File: config.mk
export PLATFORM = sky130hd
export DESIGN_NAME = mmio_console
export DESIGN_NICKNAME = d
export VERILOG_FILES = /design/src/rtl/con_pkg.sv /design/src/rtl/con_bus_decode.sv /design/src/rtl/con_rx_unit.sv /design/src/rtl/con_tx_unit.sv /design/src/rtl/mmio_console.sv
export SDC_FILE = /design/constraint.sdc
export NUM_CORES = 1
export LEC_CHECK = 0
export ABC_AREA = 0
export CAP_MARGIN = 20
export CORE_MARGIN = 10
export CORE_UTILIZATION = 34
export CTS_CLUSTER_SIZE = 40
export DETAILED_ROUTE_END_ITERATION = 12
export PLACE_DENSITY = 0.95
export REMOVE_ABC_BUFFERS = 1
export SYNTH_ARGS = -nofsm -noshare
export SYNTH_HDL_FRONTEND = slang
export SYNTH_HIERARCHICAL = 1
export SYNTH_SLANG_ARGS = --single-unit
File: constraint.sdc
create_clock -name clk -period 3.5 [get_ports clk]
set_input_delay 0.35 -clock clk [delete_from_list [all_inputs] [get_ports clk]]
set_output_delay 0.35 -clock clk [all_outputs]
set_load 0.01 [all_outputs]
File: src/rtl/con_pkg.sv
package con_pkg;
  localparam int unsigned REG_CNT   = 4;
  localparam int unsigned REG_STEP  = 4;
  localparam int unsigned RDY_BIT   = 0;
  localparam int unsigned IE_BIT    = 1;

  typedef enum logic [1:0] {
    REG_RX_CTRL = 2'd0,
    REG_RX_DATA = 2'd1,
    REG_TX_CTRL = 2'd2,
    REG_TX_DATA = 2'd3
  } con_reg_e;
endpackage

File: src/rtl/con_bus_decode.sv
module con_bus_decode
  import con_pkg::*;
#(
  parameter int unsigned ADDR_W = 32,
  parameter logic [ADDR_W-1:0] BASE_ADDR = 32'hFFFF_0000
) (
  input  logic [ADDR_W-1:0]  bus_addr,
  input  logic               bus_rd,
  input  logic               bus_wr,
  output logic [REG_CNT-1:0] rd_sel,
  output logic [REG_CNT-1:0] wr_sel
);
  logic [REG_CNT-1:0] hit;

  for (genvar g = 0; g < REG_CNT; g++) begin : g_reg
    localparam logic [ADDR_W-1:0] REG_ADDR = BASE_ADDR + ADDR_W'(g * REG_STEP);
    assign hit[g]    = (bus_addr == REG_ADDR);
    assign rd_sel[g] = hit[g] & bus_rd;
    assign wr_sel[g] = hit[g] & bus_wr;
  end
endmodule

File: src/rtl/con_rx_unit.sv
module con_rx_unit #(
  parameter int unsigned CHAR_W = 8
) (
  input  logic              clk,
  input  logic              rst_n,
  input  logic              in_valid,
  input  logic [CHAR_W-1:0] in_data,
  input  logic              data_rd,
  input  logic              ctrl_wr,
  input  logic              ie_wdata,
  output logic              rdy,
  output logic              ie,
  output logic [CHAR_W-1:0] held,
  output logic              irq
);
  always_ff @(posedge clk) begin
    if (!rst_n) begin
      rdy  <= 1'b0;
      ie   <= 1'b0;
      held <= '0;
    end else begin
      // a new arrival takes priority over the clearing read
      if (in_valid) begin
        held <= in_data;
        rdy  <= 1'b1;
      end else if (data_rd) begin
        rdy  <= 1'b0;
      end
      if (ctrl_wr) ie <= ie_wdata;
    end
  end

  assign irq = ie & rdy;
endmodule

File: src/rtl/con_tx_unit.sv
module con_tx_unit #(
  parameter int unsigned CHAR_W      = 8,
  parameter int unsigned BUSY_CYCLES = 8
) (
  input  logic              clk,
  input  logic              rst_n,
  input  logic              data_wr,
  input  logic [CHAR_W-1:0] wdata,
  input  logic              ctrl_wr,
  input  logic              ie_wdata,
  output logic              rdy,
  output logic              ie,
  output logic              out_valid,
  output logic [CHAR_W-1:0] out_data,
  output logic              irq
);
  localparam int unsigned CNT_W = $clog2(BUSY_CYCLES + 1);
  localparam logic [CNT_W-1:0] LOAD = CNT_W'(BUSY_CYCLES - 1);

  logic [CNT_W-1:0] remain;

  always_ff @(posedge clk) begin
    if (!rst_n) begin
      rdy       <= 1'b1;
      ie        <= 1'b0;
      remain    <= '0;
      out_valid <= 1'b0;
      out_data  <= '0;
    end else begin
      out_valid <= 1'b0;
      if (ctrl_wr) ie <= ie_wdata;
      if (rdy) begin
        if (data_wr) begin
          out_valid <= 1'b1;
          out_data  <= wdata;
          rdy       <= 1'b0;
          remain    <= LOAD;
        end
      end else if (remain == '0) begin
        rdy <= 1'b1;
      end else begin
        remain <= remain - 1'b1;
      end
    end
  end

  assign irq = ie & rdy;
endmodule

File: src/rtl/mmio_console.sv
module mmio_console
  import con_pkg::*;
#(
  parameter int unsigned ADDR_W         = 32,
  parameter int unsigned DATA_W         = 32,
  parameter int unsigned CHAR_W         = 8,
  parameter int unsigned TX_BUSY_CYCLES = 8,
  parameter logic [ADDR_W-1:0] BASE_ADDR = 32'hFFFF_0000
) (
  input  logic              clk,
  input  logic              rst_n,
  input  logic [ADDR_W-1:0] bus_addr,
  input  logic              bus_rd,
  input  logic              bus_wr,
  input  logic [DATA_W-1:0] bus_wdata,
  output logic [DATA_W-1:0] bus_rdata,
  input  logic              kbd_valid,
  input  logic [CHAR_W-1:0] kbd_data,
  output logic              tx_valid,
  output logic [CHAR_W-1:0] tx_data,
  output logic              irq_rx,
  output logic              irq_tx
);
  logic [REG_CNT-1:0] rd_sel;
  logic [REG_CNT-1:0] wr_sel;
  logic               rx_rdy, rx_ie, tx_rdy, tx_ie;
  logic [CHAR_W-1:0]  rx_byte;

  con_bus_decode #(.ADDR_W(ADDR_W), .BASE_ADDR(BASE_ADDR)) u_dec (
    .bus_addr (bus_addr),
    .bus_rd   (bus_rd),
    .bus_wr   (bus_wr),
    .rd_sel   (rd_sel),
    .wr_sel   (wr_sel)
  );

  con_rx_unit #(.CHAR_W(CHAR_W)) u_rx (
    .clk      (clk),
    .rst_n    (rst_n),
    .in_valid (kbd_valid),
    .in_data  (kbd_data),
    .data_rd  (rd_sel[REG_RX_DATA]),
    .ctrl_wr  (wr_sel[REG_RX_CTRL]),
    .ie_wdata (bus_wdata[IE_BIT]),
    .rdy      (rx_rdy),
    .ie       (rx_ie),
    .held     (rx_byte),
    .irq      (irq_rx)
  );

  con_tx_unit #(.CHAR_W(CHAR_W), .BUSY_CYCLES(TX_BUSY_CYCLES)) u_tx (
    .clk       (clk),
    .rst_n     (rst_n),
    .data_wr   (wr_sel[REG_TX_DATA]),
    .wdata     (bus_wdata[CHAR_W-1:0]),
    .ctrl_wr   (wr_sel[REG_TX_CTRL]),
    .ie_wdata  (bus_wdata[IE_BIT]),
    .rdy       (tx_rdy),
    .ie        (tx_ie),
    .out_valid (tx_valid),
    .out_data  (tx_data),
    .irq       (irq_tx)
  );

  always_comb begin
    bus_rdata = '0;
    if (rd_sel[REG_RX_CTRL]) begin
      bus_rdata[RDY_BIT] = rx_rdy;
      bus_rdata[IE_BIT]  = rx_ie;
    end else if (rd_sel[REG_RX_DATA]) begin
      bus_rdata[CHAR_W-1:0] = rx_byte;
    end else if (rd_sel[REG_TX_CTRL]) begin
      bus_rdata[RDY_BIT] = tx_rdy;
      bus_rdata[IE_BIT]  = tx_ie;
    end
  end
endmodule

Word level (Yosys, flattened, before mapping)
Cells that the tools add are included.
{ "totals": {"regBits": 25, "input_bits": 77, "out_inout_bits": 43, "elab_cells": 42} }
{ "classes": {"addsub": 1, "eq_ne": 6, "muxes": 14, "bitwise": 8, "n_reduce_logical": 5} }
{ "ops": {"columns": ["operator", "count"], "rows": [
  ["32-bit equality test, second input constant", 4],
  ["4-bit 2-to-1 mux", 3],
  ["6-bit 2-to-1 mux", 2],
  ["1-bit bitwise AND", 8],
  ["1-bit 2-to-1 mux", 6],
  ["2-bit 2-to-1 mux", 3],
  ["2-bit AND reduction", 3],
  ["4-bit logical NOT", 1],
  ["2-bit by 1-bit != test with 1-bit output, second input constant", 2],
  ["4-bit by 1-bit subtractor with 4-bit output, second input constant", 1],
  ["2-bit nonzero test", 1]
]} }

Logic depth before layout (Yosys ltp)
Gate-level depths: netlist (run 1).
{ "depth": {"ltp_word": 5, "ltp_mapped": 8, "depth_no_buf": 6} }

By module
Netlist (run 1), hierarchy kept.
{ "modules_own_cells": {"columns": ["module", "n_inst", "cells_per_inst", "area_each_um2", "seq_area_each_um2"], "rows": [
  ["con_tx_unit", 1, 70, 586.8, 300.3],
  ["con_rx_unit", 1, 32, 377.9, 200.2],
  ["mmio_console", 1, 40, 282.8, 0.0],
  ["con_bus_decode", 1, 24, 142.6, 0.0]
]} }

Worst setup path before layout (run 1)
OpenSTA, ideal clock, no wires.
{ "synth_path": {"path_kind": "input to output", "startpoint": "input bus_addr[31]", "endpoint": "output bus_rdata[0]", "t_arrival_ps": 2038, "slack_ps": 1112, "cell_stages": 6, "path_buffers": 1, "path_cell_list": "nand4_1 or4_1 buf_2 nor4_1 a21oi_1 a21oi_1"} }
{ "synth_between": {"elab_cells_between_ends": 9} }
{ "synth_lines": {"columns": ["element", "line", "text"], "rows": [
  ["start, declared", "mmio_console.sv:12", "input logic [ADDR_W-1:0] bus_addr,"],
  ["32-bit equality test", "con_bus_decode.sv:17", "assign hit[g] = (bus_addr == REG_ADDR);"],
  ["1-bit bitwise AND", "con_bus_decode.sv:18", "assign rd_sel[g] = hit[g] & bus_rd;"],
  ["via rd_sel[0]", "mmio_console.sv:24", "logic [REG_CNT-1:0] rd_sel;"],
  ["2-bit 2-to-1 mux", "mmio_console.sv:67", "if (rd_sel[REG_RX_CTRL]) begin"],
  ["end, declared", "mmio_console.sv:16", "output logic [DATA_W-1:0] bus_rdata,"]
]} }
The timed path passes the listed nets, and every way through them passes these cells.

Worst setup path in the final report (run 1)
{ "layout_path": {"startpoint": "input bus_addr[26]", "endpoint": "output bus_rdata[6]"} }
{ "layout_between": {"elab_chain_cells": 4, "elab_cells_between_ends": 6} }
{ "layout_lines": {"columns": ["element", "line", "text"], "rows": [
  ["32-bit equality test", "con_bus_decode.sv:17", null],
  ["1-bit bitwise AND", "con_bus_decode.sv:18", null],
  ["via rd_sel[1]", "mmio_console.sv:24", null],
  ["6-bit 2-to-1 mux", "mmio_console.sv:70", "end else if (rd_sel[REG_RX_DATA]) begin"],
  ["6-bit 2-to-1 mux", "mmio_console.sv:67", null]
]} }
The timed path passes the listed nets, and every way through them passes these cells.

==> summary.txt, run 1 <==
Initial antenna violation count = 0
CP Class = primary input to output port
Die Width = 83.7 um
Period utilization = 89.5%
Worst Tran Pin Value = 0.521 ns
Initial Utilization = 34.8%
Vias in the first global route = 1,315
Die area = 7010 um^2
Fill cell instance count of the final layout = 373
Clock Latency Late Sink = 0.26 ns
Bufs and invs on worst path = 3
I/O pins = 120
Core area = 3970 um^2
Routed Wire Length = 3940 um
Leakage Power = 0.779 nW
Pins Over Slew Limit = 0
# rows = 23
Ant. Diodes = 0
DR vias = 1,285
CTS tree = yes
Post-cts resize count = 0
Cts hold-fix bufs = 0
Drt wl/cell = 13.9 um
Placed Cells = 280
Crit path arrival time = 2.78 ns
Vias per std cell = 4.52
Antenna Violating Nets Remaining = 0
Setup violators final = 0
Crit path cell chain = clkdlybuf4s50_1 -> nand4_1 -> or4_1 -> nor3_1 -> buf_4 -> nor2b_4 -> and2_1 -> clkdlybuf4s50_1
Crit. End Element = output port
Sink Count = 25
Most used cell, CP = clkdlybuf4s50_1
Share of layout cells above drive strength 1 = 2.99%
Type of origin of the critical path = primary input
Number of iterations in the first detailed-routing pass = 5
Hold Path Class = flip-flop to flip-flop
Max-Cap Viols = 0
Final nets = 313
Syn. warnings = 6
Tmin final = 3.13 ns
Total gr overflow = 0
Relative slew slack = 65.2%
Critical Path Fanout Max = 6
Slowest CP cell = or4_1
PortBufs = 71
First-pass GRT wire length = 6420 um
Initial DRC Count = 41
Gr usage total = 10.7%
Reg clk slew, reported paths = 0.08 ns
Total CTS buffers = 3
Hold Fails Final Rpt = 0
Largest net degree at the start of global routing = 16
DRC viols = 0
VDD IR max = 0.276 mV
Largest delay share family, worst path = simple AND/OR/NAND/NOR gates
Clock skew = 0.00324 ns
Setup TNS Final = 0 ns
Power per cell area = 267 nW/um^2
RSZ-0062 raised after global routing = no
Mapped Area = 1380 um^2
Fmax = 0.319 GHz
Post-Layout Cell Count = 284
GP Congestion = 0.813
WP data required = 3.15 ns
Status = finished, final reports clean
Max Root-Sink Buffers = 2
Synthesized area per cell = 8.42 um^2
Area Growth Syn to Fin = 50.8%
DIE HEIGHT = 83.7 um
Post-CTS Setup Inserts = 0
Synthesized instance count = 164
Root Buffer = clkbuf_8
DP HPWL = 3300 um
Htree depth = 1
CP peak stage delay = 0.65 ns
path summary, 6_finish.rpt:
kind                         start                to  slack, ns  cells past startpoint
setup reg to reg    u_tx/remain[0]    u_tx/remain[0]       2.10                      5
hold reg to reg   u_tx/out_data[3]  u_tx/out_data[3]       0.46                      2
hold / removal    u_tx/out_data[3]  u_tx/out_data[3]       0.46                      2
setup / recovery      bus_addr[26]      bus_rdata[6]       0.37                      8
state kept, by name (all words and copies together), names as in the netlist:
| signal | cells |
|---|---|
| u_rx/held | 8 |
| u_rx/ie | 1 |
| u_rx/rdy | 1 |
| u_tx/ie | 1 |
| u_tx/out_data | 8 |
| u_tx/out_valid | 1 |
| u_tx/rdy | 1 |
| u_tx/remain | 4 |
per-stage QoR:
stage	power (mW)	utilization, %	hold WS (ns)	setup WS, ns	instance area (um^2)
floorplan	0.326	-	0.430	1.14	1250
global placement	0.391	51.3	0.441	0.368	2040
detailed placement	0.393	51.3	0.447	0.354	2040
CTS	0.561	52.4	0.459	0.357	2080
global route	0.581	52.4	0.478	0.161	2080
finish	0.556	52.4	0.460	0.368	2080
area by class of cell:
| class | count | area (um^2) | area share [%] |
|---|---|---|---|
| multi-input combinational | 128 | 732 | 35.2 |
| inverter | 4 | 15.0 | 0.722 |
| tap | 50 | 62.6 | 3.01 |
| timing repair buffer | 73 | 726 | 34.9 |
| clock buffer | 4 | 45.0 | 2.16 |
| sequential | 25 | 500 | 24.1 |
power by group:
part           switching [mW]  internal, mW  leakage, nW  total, mW
sequential            0.00282         0.290        0.203      0.293
clock                  0.0864        0.0813       0.0228      0.168
combinational          0.0341        0.0608        0.553     0.0949
metal layers:
layer  wire (um)  share of wire, %  GRT usage, %  up-vias
met5           0                 0             0        -
li1            -                 -             -      651
met1        1590                40          12.0      571
met3         392                10          5.66        4
met4          30              0.76         0.913        0
met2        1930                49          18.0       59
worst reg2reg max path, cell delays in order, from the launching register on:
cell	delay, ns
dfxtp_1	0.32
inv_1	0.10
ha_1	0.22
nor3b_1	0.37
o211ai_1	0.13
o311a_1	0.15
cells in the final DEF (no fill, tap or decap), drive strengths merged:
cell,n
o311a,1
nor3,4
nor2,4
nor3b,3
conb,24
or3,1
and2,9
a21oi,14
inv,4
or4,2
nand3b,2
nor2b,13
nand2b,3
ha,1
a31oi,1
o21a,1
nand2,18
clkbuf,4
o211ai,1
nand4,6
o21ai,3
nor4,5
dfxtp,25
mux2i,11
clkdlybuf4s50,71
nand3,1
buf,2
Note: power is estimated with default switching activity, not from simulation.
==> run 2: changes to the inputs <==
--- a/config.mk
+++ b/config.mk
@@ -13,6 +13,7 @@
 export DETAILED_ROUTE_END_ITERATION = 12
 export PLACE_DENSITY = 0.95
 export REMOVE_ABC_BUFFERS = 1
+export SKIP_CTS_REPAIR_TIMING = 1
 export SYNTH_ARGS = -nofsm -noshare
 export SYNTH_HDL_FRONTEND = slang
 export SYNTH_HIERARCHICAL = 1
==> results of run 2 <==
Final layout, timing and power as in run 1 (identical DEF).
==> run 3: changes to the inputs <==
--- a/config.mk
+++ b/config.mk
@@ -18,3 +18,4 @@
 export SYNTH_HDL_FRONTEND = slang
 export SYNTH_HIERARCHICAL = 1
 export SYNTH_SLANG_ARGS = --single-unit
+export TNS_END_PERCENT = 10
==> results of run 3 <==
Final layout, timing and power as in run 1 (identical DEF).
